`src/rtl/rtr_pkg.sv`:
```
package rtr_pkg;

    localparam int GRP_W = 2;
    localparam int CLU_W = 2;
    localparam int VC_N  = 4;

    typedef enum logic [1:0] {
        CORNER_A = 2'd0,
        CORNER_B = 2'd1,
        CORNER_C = 2'd2,
        CORNER_D = 2'd3
    } corner_e;

    // Direction code equals the XOR of two group numbers.
    typedef enum logic [1:0] {
        DIR_NONE = 2'd0,
        DIR_HORZ = 2'd1,
        DIR_VERT = 2'd2,
        DIR_DIAG = 2'd3
    } gdir_e;

    typedef enum logic [2:0] {
        HOP_EJECT  = 3'd0,
        HOP_SHARED = 3'd1,
        HOP_CLU    = 3'd2,
        HOP_GRP    = 3'd3,
        HOP_DROP   = 3'd4
    } hop_e;

    typedef struct packed {
        hop_e  hop;
        gdir_e dir;
    } hop_dec_t;

    // Corner a cluster uses toward another cluster of its group.
    function automatic corner_e pair_corner(input logic [CLU_W-1:0] src,
                                            input logic [CLU_W-1:0] dst);
        corner_e c;
        case ({src, dst})
            4'b00_01: c = CORNER_B;
            4'b00_10: c = CORNER_A;
            4'b00_11: c = CORNER_C;
            4'b01_00: c = CORNER_A;
            4'b01_10: c = CORNER_C;
            4'b01_11: c = CORNER_B;
            4'b10_00: c = CORNER_B;
            4'b10_01: c = CORNER_C;
            4'b10_11: c = CORNER_A;
            4'b11_00: c = CORNER_C;
            4'b11_01: c = CORNER_A;
            4'b11_10: c = CORNER_B;
            default:  c = CORNER_D;
        endcase
        return c;
    endfunction

    // Exit corner used for a group-to-group direction.
    function automatic corner_e dir_corner(input gdir_e d);
        corner_e c;
        case (d)
            DIR_VERT: c = CORNER_A;
            DIR_HORZ: c = CORNER_B;
            default:  c = CORNER_C;
        endcase
        return c;
    endfunction

endpackage

```
`src/rtl/rtr_hop_decide.sv`:
```
module rtr_hop_decide
    import rtr_pkg::*;
#(
    parameter bit LARGE  = 1'b1,
    parameter int TILES  = 16,
    parameter int TILE_A = 0,
    parameter int TILE_B = 3,
    parameter int TILE_C = 12,
    parameter int TILE_D = 15,
    localparam int TILE_W = $clog2(TILES)
) (
    input  logic               from_grp,
    input  logic [GRP_W-1:0]   my_grp,
    input  logic [CLU_W-1:0]   my_clu,
    input  logic [TILE_W-1:0]  my_tile,
    input  logic [GRP_W-1:0]   dst_grp,
    input  logic [CLU_W-1:0]   dst_clu,
    input  logic [TILE_W-1:0]  dst_tile,
    output hop_dec_t           dec,
    output logic [TILE_W-1:0]  tgt_tile
);

    function automatic logic [TILE_W-1:0] corner_tile(input corner_e c);
        logic [TILE_W-1:0] t;
        case (c)
            CORNER_A: t = TILE_W'(TILE_A);
            CORNER_B: t = TILE_W'(TILE_B);
            CORNER_C: t = TILE_W'(TILE_C);
            default:  t = TILE_W'(TILE_D);
        endcase
        return t;
    endfunction

    gdir_e             dir;
    logic [TILE_W-1:0] own_gw;
    logic [TILE_W-1:0] peer_gw;
    logic [TILE_W-1:0] exit_gw;

    generate
        if (LARGE) begin : g_large
            assign dir = gdir_e'(my_grp ^ dst_grp);
        end else begin : g_small
            assign dir = DIR_NONE;
        end
    endgenerate

    assign own_gw  = corner_tile(pair_corner(my_clu, dst_clu));
    assign peer_gw = corner_tile(pair_corner(dst_clu, my_clu));
    assign exit_gw = corner_tile(dir_corner(dir));

    always_comb begin
        dec.dir  = dir;
        dec.hop  = HOP_EJECT;
        tgt_tile = my_tile;
        if (LARGE && from_grp && dir == DIR_NONE && dst_clu != my_clu) begin
            dec.hop  = HOP_DROP;
            tgt_tile = '0;
        end else if (dir != DIR_NONE) begin
            dec.hop  = (my_tile == exit_gw) ? HOP_GRP : HOP_SHARED;
            tgt_tile = exit_gw;
        end else if (dst_clu != my_clu) begin
            if (my_tile == own_gw) begin
                dec.hop  = HOP_CLU;
                tgt_tile = peer_gw;
            end else begin
                dec.hop  = HOP_SHARED;
                tgt_tile = own_gw;
            end
        end else if (dst_tile != my_tile) begin
            dec.hop  = HOP_SHARED;
            tgt_tile = dst_tile;
        end
    end

endmodule

```
`src/rtl/rtr_port_sel.sv`:
```
module rtr_port_sel
    import rtr_pkg::*;
#(
    parameter int PROCS = 4,
    parameter int TILES = 16,
    localparam int TILE_W   = $clog2(TILES),
    localparam int PROC_W   = $clog2(PROCS),
    localparam int PORT_W   = $clog2(PROCS + TILES + 1),
    localparam int CLU_PORT = PROCS + TILES - 1,
    localparam int GRP_PORT = PROCS + TILES
) (
    input  hop_e               hop,
    input  logic [TILE_W-1:0]  my_tile,
    input  logic [TILE_W-1:0]  tgt_tile,
    input  logic [PROC_W-1:0]  dst_proc,
    output logic [PORT_W-1:0]  port
);

    logic [PORT_W-1:0] shared_port;

    // Own tile has no shared port, so tiles above it shift down by one.
    assign shared_port = PORT_W'(PROCS) + PORT_W'(tgt_tile)
                       - PORT_W'(tgt_tile > my_tile);

    always_comb begin
        case (hop)
            HOP_EJECT:  port = PORT_W'(dst_proc);
            HOP_SHARED: port = shared_port;
            HOP_CLU:    port = PORT_W'(CLU_PORT);
            HOP_GRP:    port = PORT_W'(GRP_PORT);
            default:    port = '0;
        endcase
    end

endmodule

```
`src/rtl/rtr_vc_sel.sv`:
```
module rtr_vc_sel
    import rtr_pkg::*;
#(
    parameter bit LARGE = 1'b1
) (
    input  hop_dec_t          dec,
    output logic [VC_N-1:0]   vc
);

    generate
        if (LARGE) begin : g_large
            always_comb begin
                if (dec.hop == HOP_EJECT || dec.hop == HOP_DROP) begin
                    vc = '0;
                end else begin
                    case (dec.dir)
                        DIR_VERT: vc = 4'b0010;
                        DIR_HORZ: vc = 4'b0100;
                        DIR_DIAG: vc = 4'b1000;
                        default:  vc = 4'b0001;
                    endcase
                end
            end
        end else begin : g_small
            always_comb begin
                case (dec.hop)
                    HOP_SHARED: vc = 4'b0011;
                    HOP_CLU:    vc = 4'b1100;
                    default:    vc = 4'b0000;
                endcase
            end
        end
    endgenerate

endmodule

```
`src/rtl/rtr_route_sel.sv`:
```
module rtr_route_sel
    import rtr_pkg::*;
#(
    parameter bit LARGE  = 1'b1,
    parameter int PROCS  = 4,
    parameter int TILES  = 16,
    parameter int TILE_A = 0,
    parameter int TILE_B = 3,
    parameter int TILE_C = 12,
    parameter int TILE_D = 15,
    localparam int TILE_W = $clog2(TILES),
    localparam int PROC_W = $clog2(PROCS),
    localparam int PORT_W = $clog2(PROCS + TILES + 1)
) (
    input  logic               clk,
    input  logic               rst,
    input  logic               in_valid,
    input  logic               in_from_grp,
    input  logic [GRP_W-1:0]   my_grp,
    input  logic [CLU_W-1:0]   my_clu,
    input  logic [TILE_W-1:0]  my_tile,
    input  logic [GRP_W-1:0]   dst_grp,
    input  logic [CLU_W-1:0]   dst_clu,
    input  logic [TILE_W-1:0]  dst_tile,
    input  logic [PROC_W-1:0]  dst_proc,
    output logic               out_valid,
    output logic [PORT_W-1:0]  out_port,
    output logic [TILE_W-1:0]  out_tile,
    output logic [VC_N-1:0]    out_vc,
    output logic               out_drop
);

    hop_dec_t          dec;
    logic [TILE_W-1:0] tgt_tile;
    logic [PORT_W-1:0] port_c;
    logic [VC_N-1:0]   vc_c;

    rtr_hop_decide #(
        .LARGE(LARGE), .TILES(TILES),
        .TILE_A(TILE_A), .TILE_B(TILE_B), .TILE_C(TILE_C), .TILE_D(TILE_D)
    ) hop_i (
        .from_grp(in_from_grp),
        .my_grp(my_grp), .my_clu(my_clu), .my_tile(my_tile),
        .dst_grp(dst_grp), .dst_clu(dst_clu), .dst_tile(dst_tile),
        .dec(dec), .tgt_tile(tgt_tile)
    );

    rtr_port_sel #(.PROCS(PROCS), .TILES(TILES)) port_i (
        .hop(dec.hop), .my_tile(my_tile), .tgt_tile(tgt_tile),
        .dst_proc(dst_proc), .port(port_c)
    );

    rtr_vc_sel #(.LARGE(LARGE)) vc_i (
        .dec(dec), .vc(vc_c)
    );

    always_ff @(posedge clk) begin
        if (rst) begin
            out_valid <= 1'b0;
            out_port  <= '0;
            out_tile  <= '0;
            out_vc    <= '0;
            out_drop  <= 1'b0;
        end else begin
            out_valid <= in_valid;
            out_port  <= port_c;
            out_tile  <= tgt_tile;
            out_vc    <= vc_c;
            out_drop  <= (dec.hop == HOP_DROP);
        end
    end

endmodule

```
`config.mk`:
```
export PLATFORM = sky130hd
export DESIGN_NAME = rtr_route_sel
export DESIGN_NICKNAME = d
export VERILOG_FILES = /design/src/rtl/rtr_pkg.sv /design/src/rtl/rtr_hop_decide.sv /design/src/rtl/rtr_port_sel.sv /design/src/rtl/rtr_vc_sel.sv /design/src/rtl/rtr_route_sel.sv
export SDC_FILE = /design/constraint.sdc
export NUM_CORES = 1
export LEC_CHECK = 0
export BUFFER_PORTS_ARGS = -buffer_cell sky130_fd_sc_hd__buf_2
export CAP_MARGIN = 25
export CELL_PAD_IN_SITES_DETAIL_PLACEMENT = 1
export CELL_PAD_IN_SITES_GLOBAL_PLACEMENT = 1
export CORE_ASPECT_RATIO = 1.2
export CORE_UTILIZATION = 33
export CTS_CLUSTER_SIZE = 14
export DETAILED_ROUTE_END_ITERATION = 10
export PLACE_DENSITY = 0.77
export SLEW_MARGIN = 25
export SYNTH_ARGS = -nofsm -noshare
export SYNTH_HDL_FRONTEND = slang
export SYNTH_HIERARCHICAL = 1
export SYNTH_SLANG_ARGS = --single-unit
```
`constraint.sdc`:
```
create_clock -name clk -period 3.5 [get_ports clk]
set_input_delay 0.175 -clock clk [delete_from_list [all_inputs] [get_ports clk]]
set_output_delay 0.175 -clock clk [all_outputs]
set_load 0.03 [all_outputs]
```
# Word-level counts from Yosys, hierarchy flattened

Memory sizes are Yosys's and may differ from the RTL's.
Index checks and enable logic that the tools add are counted.

Flip-flop bits (word level): 15
Bits in latches: 0
RAM bits: 0
ROM bits: 64
Bits of input ports: 22
Output and inout bits: 15
Memories: 2

Memories:

| name            | words | bits a word | rd ports | clocked after memory_dff | write ports | line          | source |
|---|---|---|---|---|---|---|---|
| (no name shown) | 16    | 2           | 1        | 0                        | 0           | rtr_pkg.sv:39 | `case ({src, dst})` |
| (no name shown) | 16    | 2           | 1        | 0                        | 0           | rtr_pkg.sv:39 |  |

Add/sub/neg operators: 2
Multiply operators: 0
Div/mod/pow operators: 0
Order comparisons: 1
Eq/ne operators: 17
Shift-type cells: 0
Muxes and demuxes: 17
Bitwise operators: 1
Reductions and logical operators: 10

Operator list:

| kind                                                             | number |
|---|---|
| 4-bit one-hot mux with 3 select lines                            | 4 |
| 4-bit 2-to-1 mux                                                 | 5 |
| 5-bit one-hot mux with 4 select lines                            | 1 |
| 2-bit == test (second input constant)                            | 5 |
| 3-bit 2-to-1 mux                                                 | 3 |
| 2-bit by 1-bit == test with 1-bit output (second input constant) | 4 |
| 4-bit == test                                                    | 2 |
| 2-bit zero test                                                  | 4 |
| 3-bit by 2-bit == test with 1-bit output (second input constant) | 2 |
| 3-bit by 4-bit adder with 5-bit output (first input constant)    | 1 |
| 5-bit by 1-bit subtractor with 5-bit output                      | 1 |
| 4-bit > comparator                                               | 1 |
| 2-bit 2-to-1 mux                                                 | 2 |
| 4-bit inequality test                                            | 1 |
| 2-bit one-hot mux with 2 select lines                            | 1 |
| 3-bit by 1-bit == test with 1-bit output (second input constant) | 1 |
| 3-bit == test (second input constant)                            | 1 |
| 3-bit zero test                                                  | 1 |
| 1-bit logical AND                                                | 2 |
| 2-bit inequality test                                            | 1 |
| 2-bit nonzero test                                               | 1 |
| 2-bit OR reduction                                               | 1 |
| 2-bit XOR                                                        | 1 |
| 1-bit logical OR                                                 | 1 |
| 1-bit 2-to-1 mux                                                 | 1 |

# Logic depth before layout (Yosys ltp)

Gate-level depths: netlist of the first run.

Word-level depth: 12
Depth in mapped cells: 20
Mapped depth without buffers: 20

# Modules after synthesis

The synthesis of the first run kept the hierarchy.

By module, submodules not included:

| module         | times used | cells each | area an instance (µm²) |
|---|---|---|---|
| rtr_hop_decide | 1          | 76         | 525.5 |
| rtr_route_sel  | 1          | 31         | 426.7 |
| rtr_port_sel   | 1          | 36         | 256.5 |
| rtr_vc_sel     | 1          | 7          | 35.0 |

# Least setup slack after synthesis of the first run

OpenSTA, ideal clock, no wires.

Path type: input-to-reg
Start: input port dst_clu[0]
End: register out_port[2]
Library setup time: 0.065 ns
Arrival: 3.214 ns
Path slack: 0.221 ns
Stages on the path: 17
Path buffers: 0
Path through: or4_1 > and3_4 > o211ai_2 > and2_4 > o211ai_1 > ha_1 > nor2b_1 > o21ai_0 > a21oi_1 > ha_1 > inv_1 > ha_1 > inv_1 > fa_1 > nor2b_1 > nor3b_1 > nor2b_1

Cells in the longest elaborated chain, start to end: 11
Elaborated cells between the ends (all ways): 29
Those cells by class: add/sub: 2; order compare: 1; eq/ne: 9; mux: 11; reduce/logical: 4; memory: 2

RTL lines:

| element                                                                             | line                                   | source |
|---|---|---|
| from (decl)                                                                         | rtr_route_sel.sv:23                    | `input logic [CLU_W-1:0] dst_clu,` |
| memory 16 x 2 bit                                                                   | --                                     |  |
| 2-bit == test, or another cell as far along                                         | rtr_hop_decide.sv:25                   | `case (c)` |
| 4-bit one-hot mux with 3 select lines                                               | rtr_hop_decide.sv:25                   |  |
| 4-bit == test                                                                       | rtr_hop_decide.sv:62                   | `if (my_tile == own_gw) begin` |
| 4-bit 2-to-1 mux                                                                    | rtr_hop_decide.sv:62                   |  |
| 4-bit 2-to-1 mux                                                                    | rtr_hop_decide.sv:61                   | `end else if (dst_clu != my_clu) begin` |
| 4-bit 2-to-1 mux                                                                    | rtr_hop_decide.sv:58                   | `end else if (dir != DIR_NONE) begin` |
| 4-bit 2-to-1 mux (*)                                                                | rtr_hop_decide.sv:55                   | `if (LARGE && from_grp && dir == DIR_NONE && dst_clu != my_clu) begin` |
| net tgt_tile[1]                                                                     | rtr_route_sel.sv:34                    | `logic [TILE_W-1:0] tgt_tile;` |
| 3-bit by 4-bit adder with 5-bit output / 4-bit > comparator (equally long branches) | rtr_port_sel.sv:22, rtr_port_sel.sv:23 |  |
| 5-bit by 1-bit subtractor with 5-bit output (*)                                     | rtr_port_sel.sv:23                     | `- PORT_W'(tgt_tile > my_tile);` |
| 5-bit one-hot mux with 4 select lines (*)                                           | rtr_port_sel.sv:26                     | `case (hop)` |
| net port_c[2]                                                                       | rtr_route_sel.sv:35                    | `logic [PORT_W-1:0] port_c;` |
| to (signal assigned)                                                                | rtr_route_sel.sv:66                    | `out_port <= port_c;` |
| to (decl)                                                                           | rtr_route_sel.sv:27                    | `output logic [PORT_W-1:0] out_port,` |

The timed path passes the listed nets; every way through them passes the cells marked *.
A chain may end at the register's enable or synchronous reset.

# Worst setup path in the final report of the first run

Same ends and word-level chain as after synthesis.

==> results of run 1 <==
==> through the flow <==
stage | std cells | cell area [sq um] | util, %
2_1_floorplan | 150 | 1240 | -
3_3_place_gp | 244 | 1540 | 42.5
3_5_place_dp | 244 | 1540 | 42.5
5_1_grt | 250 | 1660 | 45.8
4_1_cts | 248 | 1590 | 43.8
6_report | 250 | 1660 | 45.8
==> synth_stat cells, drive strengths merged, types with 2 or more instances <==
cell type	instances	share of area, %
a21o	3	1.8
a21oi	5	2.0
a311oi	2	1.4
and2	2	1.2
and2b	5	3.0
and3	2	1.4
buf	7	3.5
dfxtp	15	24
ha	9	9.1
inv	12	3.6
mux2i	2	1.6
nand2	9	2.7
nand2b	2	1.0
nand3	2	0.80
nand4	2	1.0
nand4b	2	1.4
nor2	12	3.6
nor2b	13	6.5
nor3	5	2.4
nor3b	2	1.2
o211ai	5	3.4
o21ai	6	2.4
or3	2	1.0
xnor2	3	2.7
xor2	7	4.9
==> flip-flops by register name, indices dropped and copies added, names as in the netlist <==
register / flops
out_tile: 4
out_vc: 4
out_valid: 1
out_drop: 1
out_port: 5
==> power breakdown <==
| group | internal [uW] | switching [uW] |
|---|---|---|
| combinational | 168 | 201 |
| sequential | 195 | 4.60 |
| clock | 80.5 | 53.4 |
==> cell type report <==
type,instances,share of cell area (%)
Sequential cell,15,18.1
Multi-Input combinational cell,116,55.0
Inverter,12,2.71
Clock buffer,4,2.71
Tap cell,52,3.91
Timing Repair Buffer,51,17.6
==> repair_timing <==
item,CTS,global route
setup endpoints to repair,1,1
gates resized for setup,2,13
hold buffers,0,0
setup buffers,0,2
pin swaps,0,12
==> routing by layer <==
metal / share of wire, % / routed length (um) / vias up / track usage (%)
met3: 4.2 / 136 / 11 / 1.87
met4: 2.5 / 81 / 0 / 6.88
met2: 53 / 1710 / 36 / 31.9
met1: 40 / 1290 / 556 / 18.0
li1: - / - / 614 / -
met5: 0 / 0 / - / 0
==> logic make-up (layout without fill, tap and decap cells) <==
family	count (synthesis)	after routing	synth area share [%]
mux	2	2	1.61
compound gates	28	28	16.3
flops	15	15	24.1
buf+inv	19	67	7.14
fa+ha+maj	10	10	10.7
simple gates	66	66	32.5
xor+xnor	10	10	7.65
==> path summary, 6_finish.rpt <==
path | startpoint | end | slack (ns) | depth (start not counted)
hold / removal | in_valid | out_valid | 0.15 | 2
setup / recovery | dst_clu[0] | out_port[2] | 0.14 | 18
==> metrics, run 1 <==
CP bufs+invs=3; Die W=58.0 um; part of the cycle the worst path needs=95.9%; clock tree sinks=15; H-tree depth=1; via count of the first global-routing pass=1222; number of iterations in the first detailed-routing pass=9; Least-Margin Pin Slew=0.697 ns; Final Hold Violating Endpoints=0; Longest Clk Path Bufs=2; final period demand of the worst path=3.36 ns; total of buffers placed on input and output ports=36; full die area=4020 sq um; Iteration-0 DRC Markers=19; wire length of the first global-routing pass=5330 um; worst setup path class=input pin to register; Fin Setup TNS=0 ns; violated checks=DRC; placed wire-length estimate after detailed placement=2750 um; global-route total usage across every layer=16.8%; worst stage delay on the critical path=0.52 ns; number of clock buffers inserted by TritonCTS=3; number of fill cells in the layout=441; remaining routing DRC violations=4; Final Slew Violations=0; Net Count, Synth=182; area growth from synthesis to layout=33.7%; P per Cell Area=423 nW/um^2; routed vias=1217; leakage power=0.000807 uW; NumNets Final=231; post-synthesis instance total=150; Peak supply drop=129 uV; total I/O pin count=37; yosys warns=6; antenna diode count=0; sequential share of the synthesized area=24.1%; worst-case hold slack=0.146 ns; Post-synth top flop=dfxtp_1; share of cells above drive strength 1=36.9%; total gr overflow=0; cell with the largest stage delay on the worst path=or4_1; area taken by multi-input logic gates=915 sq um; number of rows created at floorplan=24; Worst EP arrival=3.54 ns; startpoint type of the worst setup path=input pin; Critical Path, Cell by Cell=buf_2, or4_1, and3_4, o211ai_2, and2_4, o211ai_1, ha_1, nor2b_4, o21ai_2, a21oi_1, ha_2, inv_1, ha_2, inv_2, fa_1, nor2b_4, nor3b_2, nor2b_2; kind of cell adding the most delay to the critical path=simple AND/OR/NAND/NOR gates; final setup margin=0.143 ns; number of flops mapped to enable cells by yosys=0; async set-reset flop share out of synthesis=0%; TritonCTS clock tree=done; effective utilization at floorplan=34.2%; # setup viols final=0; leading cell types in the layout, fill and taps excluded=buf_2 (36), buf_4 (15), dfxtp_1 (15), nor2_1 (12), inv_1 (11); maximum clock frequency=298 MHz; antenna violations before repair=0; worst max-slew margin expressed relative to the limit=53.4%; wire length after detailed routing=3220 um; Crit. End Element=register; Hold WC Path Type=input pin to register; per-cell via count in the routed design=4.87; Antenna Nets Post-Route=0; CP max FO=4; DP Worst Slack=-0.314 ns; GPL Wtd Cong=0.897; Yosys cell types=47; Synth Area per Inst=8.29 sq um; maximum number of pins on one net before global-route repair=16; clock root buffer=clkbuf_8; DIE HEIGHT=69.3 um; register bit total from synthesis=15; total design power=703 uW; mapped cell area=1240 sq um; commonest non-fill, non-tap cell in the layout=buf_2; clock transition at the registers of the reported paths=0.05 ns; wire length per cell=12.9 um; register area=300 sq um; status=finished, violations left; number of maximum-capacitance constraint violations=0; placeable core region=3630 sq um; critical path required time=3.68 ns
Power figures use the tool's default switching activity.
==> run 2, diff against run 1 <==
Settings changed: CORE_UTILIZATION 33 to 37, PLACE_DENSITY 0.77 to 0.82.
Clock period 3.5 ns to 3.2 ns, I/O delays scaled along.
==> metrics, run 2 (same netlist as run 1, synthesis figures left out) <==
clock tree sinks=15 (unchanged); Peak supply drop=404 uV (+210%); total I/O pin count=37 (unchanged); CTS hold repair buffers=0 (unchanged); worst-case hold slack=0.0802 ns (-0.0656 ns); # setup viols final=0 (unchanged); end-of-flow core utilization=56.9% (+11 points); cell with the largest stage delay on the worst path=or4_4; DIE HEIGHT=65.5 um (-5.4%); H-tree depth=1 (unchanged); leakage power=0.000866 uW (+7.3%); number of rows created at floorplan=22 (-8.3%); maximum clock frequency=317 MHz; status=finished clean; CP max FO=3 (-1); part of the cycle the worst path needs=98.6%; wire length per cell=16.1 um (+25%); total gr overflow=0 (unchanged); routed vias=1328 (+9.1%); Critical Path, Cell by Cell=buf_6, or4_4, and3_4, o211ai_4, and2_4, o211ai_1, ha_1, nor2b_4, o21ai_2, a21oi_2, ha_2, inv_2, ha_4, inv_2, fa_1, nor2b_4, nor3b_2, nor2b_1; Antenna Nets Post-Route=0 (unchanged); Die W=54.9 um (-5.4%); total design power=778 uW (+11%); remaining routing DRC violations=0 (-4); Longest Clk Path Bufs=2 (unchanged); commonest non-fill, non-tap cell in the layout=buf_2; startpoint type of the worst setup path=input pin; number of iterations in the first detailed-routing pass=4 (-5); critical path required time=3.42 ns (-0.26 ns); total of buffers placed on input and output ports=36 (unchanged); global-route total usage across every layer=21.9% (+5.2 points); via count of the first global-routing pass=1359 (+11%); placed insts=240 (-1.6%); leading cell types in the layout, fill and taps excluded=buf_2 (34), buf_4 (26), dfxtp_1 (15), nor2_1 (12), nor2b_1 (11); per-cell via count in the routed design=5.42 (+11%); placed wire-length estimate after detailed placement=2900 um (+5.6%); Final Slew Violations=0 (unchanged); DP Worst Slack=-0.374 ns (-0.0596 ns); wire length after detailed routing=3930 um (+22%); Final Hold Violating Endpoints=0 (unchanged); maximum number of pins on one net before global-route repair=16 (unchanged); final period demand of the worst path=3.16 ns; Iteration-0 DRC Markers=7 (-12); top register by number of flip-flops=out_port; post-route non-filler standard cell count=245 (-2.0%); wire length of the first global-routing pass=5730 um (+7.4%); number of clock buffers inserted by TritonCTS=3 (unchanged); number of maximum-capacitance constraint violations=0 (unchanged); Worst EP arrival=3.37 ns (-0.17 ns); NumNets Final=242 (+4.8%); P per Cell Area=436 nW/um^2 (+3.0%); worst setup path class=input pin to register; Hold WC Path Type=input pin to register; area growth from synthesis to layout=43.7%; CP bufs+invs=3 (unchanged); clock root buffer=clkbuf_4; Crit. End Element=register; antenna diode count=0 (unchanged); number of fill cells in the layout=411 (-6.8%); Least-Margin Pin Slew=0.521 ns (-0.176 ns); worst max-slew margin expressed relative to the limit=65.1% (+12 points); kind of cell adding the most delay to the critical path=simple AND/OR/NAND/NOR gates; placeable core region=3140 sq um (-14%); worst stage delay on the critical path=0.51 ns (about the same); TritonCTS clock tree=done; share of cells above drive strength 1=45.0% (+8.1 points); final setup margin=0.0439 ns (-0.0990 ns); RSZ-0062 raised after global routing=true; full die area=3600 sq um (-10%); effective utilization at floorplan=39.6% (+5.4 points); largest registers=out_port (5), out_tile (4), out_vc (4); clock transition at the registers of the reported paths=0.08 ns (+0.03 ns); antenna violations before repair=0 (unchanged); GPL Wtd Cong=0.808 (-9.9%); max reg flops=5 (unchanged)
run 2: changes by cell type in the layout (fill, tap and decap cells not counted), sizes merged:
cell  before  now
buf       51   62
run 2: metrics by stage:
stage	TNS, ns	cell area (sq um)
finish	0	1790
global route	-0.201	1790
CTS	-0.0224	1710
detailed placement	-0.700	1620
global placement	-0.249	1620
floorplan	-0.0154	1250
run 2: area by class of cell:
| type | count | area, sq um | area share, % |
|---|---|---|---|
| multi-input cells | 116 | 978 | 54.8 |
| repair buffers | 62 | 392 | 21.9 |
| inverters | 12 | 45.0 | 2.52 |
| flip-flops and latches | 15 | 300 | 16.8 |
| well taps | 36 | 45.0 | 2.52 |
| clock buffers | 4 | 26.3 | 1.47 |
run 2: final timing paths:
check,from,end,slack [ns],depth (start not counted)
max,dst_clu[1],out_port[2],0.04,18
min,in_valid,out_valid,0.08,2
run 2: repair_timing:
| action | in CTS | in global routing |
|---|---|---|
| endpoints found under the hold margin | 0 | 0 |
| endpoints found under the setup margin | 2 | 2 |
| buffers inserted | 1 | 0 |
| gates cloned | 0 | 0 |
| pin swaps | 10 | 10 |
| gates resized for setup | 15 | 16 |
run 2: power by group:
group / switching, uW / leakage (uW) / internal [uW]
combinational: 246 / 0.000727 / 210
clock: 54.5 / 0.0000150 / 48.3
sequential: 5.20 / 0.000124 / 213
run 2: routing by layer:
layer | vias up | global-route usage [%] | part of all wire, %
met5 | - | 0 | 0
met4 | 0 | 8.75 | 4.0
met3 | 19 | 1.39 | 3.2
met2 | 43 | 46.4 | 59
met1 | 631 | 19.2 | 34
li1 | 635 | - | -
==> run 3, diff against run 2 <==
Settings changed: SKIP_CTS_REPAIR_TIMING set to 1.
Clock period 3.2 ns to 3 ns, I/O delays scaled along.
==> metrics, run 3 (same netlist as run 1, synthesis figures left out) <==
status=finished, violations left; violated checks=setup timing; global routing usage on met1=18.9% (-0.36 points); maximum clock frequency=311 MHz; final setup margin=-0.221 ns (-0.264 ns); DIE HEIGHT=65.5 um (unchanged); register area=300 sq um (unchanged); commonest non-fill, non-tap cell in the layout=buf_2; largest registers=out_port (5), out_tile (4), out_vc (4); met2 demand-to-capacity share in global routing=41.3% (-5.1 points); DP Worst Slack=-0.659 ns (-0.285 ns); wire length per cell=14.0 um (-13%); Crit. End Element=register; Hold WC Path Type=input pin to register; placeable core region=3140 sq um (unchanged); Peak supply drop=352 uV (-13%); Critical Path, Cell by Cell=buf_6, or4_4, and3_4, o211ai_4, and2_4, o211ai_1, ha_1, nor2b_4, o21ai_2, a21oi_2, ha_2, inv_2, ha_4, inv_2, fa_2, nor2b_4, nor3b_2, nor2b_1; worst max-slew margin expressed relative to the limit=70.4% (+5.3 points); remaining routing DRC violations=0 (unchanged); NumNets Final=245 (+1.2%); critical path required time=3.16 ns (-0.26 ns); Longest Clk Path Bufs=2 (unchanged); # setup viols final=3 (+3); number of maximum-capacitance constraint violations=0 (unchanged); number of clock buffers inserted by TritonCTS=3 (unchanged); number of rows created at floorplan=22 (unchanged); Worst EP arrival=3.38 ns (about the same); cell with the largest stage delay on the worst path=fa_2; placed wire-length estimate after detailed placement=2910 um (+0.31%); wire length after detailed routing=3480 um (-11%); full die area=3600 sq um (unchanged); share of cells above drive strength 1=42.9% (-2.1 points); number of iterations in the first detailed-routing pass=4 (unchanged); startpoint type of the worst setup path=input pin; via count of the first global-routing pass=1351 (-0.59%); GPL Wtd Cong=0.779 (-3.6%); H-tree depth=1 (unchanged); leakage power=0.000860 uW (-0.68%); routed vias=1287 (-3.1%); Die W=54.9 um (unchanged); clock transition at the registers of the reported paths=0.08 ns (about the same); per-cell via count in the routed design=5.19 (-4.3%); RSZ-0062 raised after global routing=true; Global Route met3 Usage=0.694% (-0.69 points); antenna violations before repair=0 (unchanged); max reg flops=5 (unchanged); area growth from synthesis to layout=41.1%; antenna diode count=0 (unchanged); top register by number of flip-flops=out_port; P per Cell Area=471 nW/um^2 (+8.2%); total design power=827 uW (+6.3%); Least-Margin Pin Slew=0.442 ns (-0.0794 ns); part of the cycle the worst path needs=107%; Final Hold Violating Endpoints=0 (unchanged); global-route total usage across every layer=20.5% (-1.4 points); TritonCTS clock tree=done; area taken by multi-input logic gates=928 sq um (-5.1%); Final Slew Violations=0 (unchanged); kind of cell adding the most delay to the critical path=simple AND/OR/NAND/NOR gates; total I/O pin count=37 (unchanged); wire length of the first global-routing pass=5490 um (-4.2%); Iteration-0 DRC Markers=14 (+7); CP max FO=3 (unchanged); Antenna Nets Post-Route=0 (unchanged); clock root buffer=clkbuf_4; layer with the highest usage=met2; total gr overflow=0 (unchanged); final period demand of the worst path=3.22 ns; total of buffers placed on input and output ports=36 (unchanged); number of fill cells in the layout=416 (+1.2%); CP bufs+invs=3 (unchanged); effective utilization at floorplan=39.6% (unchanged); worst setup path class=input pin to register; leading cell types in the layout, fill and taps excluded=buf_2 (34), buf_4 (29), dfxtp_1 (15), nor2_1 (12), nor2b_1 (11); maximum number of pins on one net before global-route repair=16 (unchanged); worst stage delay on the critical path=0.52 ns (about the same); worst-case hold slack=0.0751 ns (-0.00511 ns); clock tree sinks=15 (unchanged)
run 3: cell types whose count changed in the layout (fill, tap and decap cells not counted), sizes merged:
cell,delta
buf,+3
run 3: report_power, final:
part	internal, uW	switching (uW)	leakage (uW)
registers	228	5.56	0.000124
logic	232	253	0.000721
clock network	51.6	58.3	0.0000150
run 3: layout make-up:
cell class                      instances  share of cell area, %
Clock buffer                            4                   1.50
Inverter                               12                   2.57
Multi-Input combinational cell        116                   52.9
Sequential cell                        15                   17.1
Tap cell                               36                   2.57
Timing Repair Buffer                   65                   23.4
run 3: routing by layer:
metal / routed length [um] / vias to the layer above
met2: 2050 / 32
met3: 83 / 8
met1: 1260 / 606
met4: 90 / 0
met5: 0 / -
li1: - / 641
run 3: final timing paths:
kind / from / end / cells after the start
max: dst_clu[1] / out_port[2] / 18
min: in_valid / out_valid / 2
run 3: stage by stage:
step           instance area [sq um]  setup TNS [ns]  util [%]  std cells
2_1_floorplan                   1250          -0.336         -        150
3_3_place_gp                    1620          -0.678      51.7        241
3_5_place_dp                    1620           -1.59      51.7        241
4_1_cts                         1650          -0.572      52.6        245
5_1_grt                         1760          -0.813      55.9        248
6_report                        1760          -0.337      55.9        248
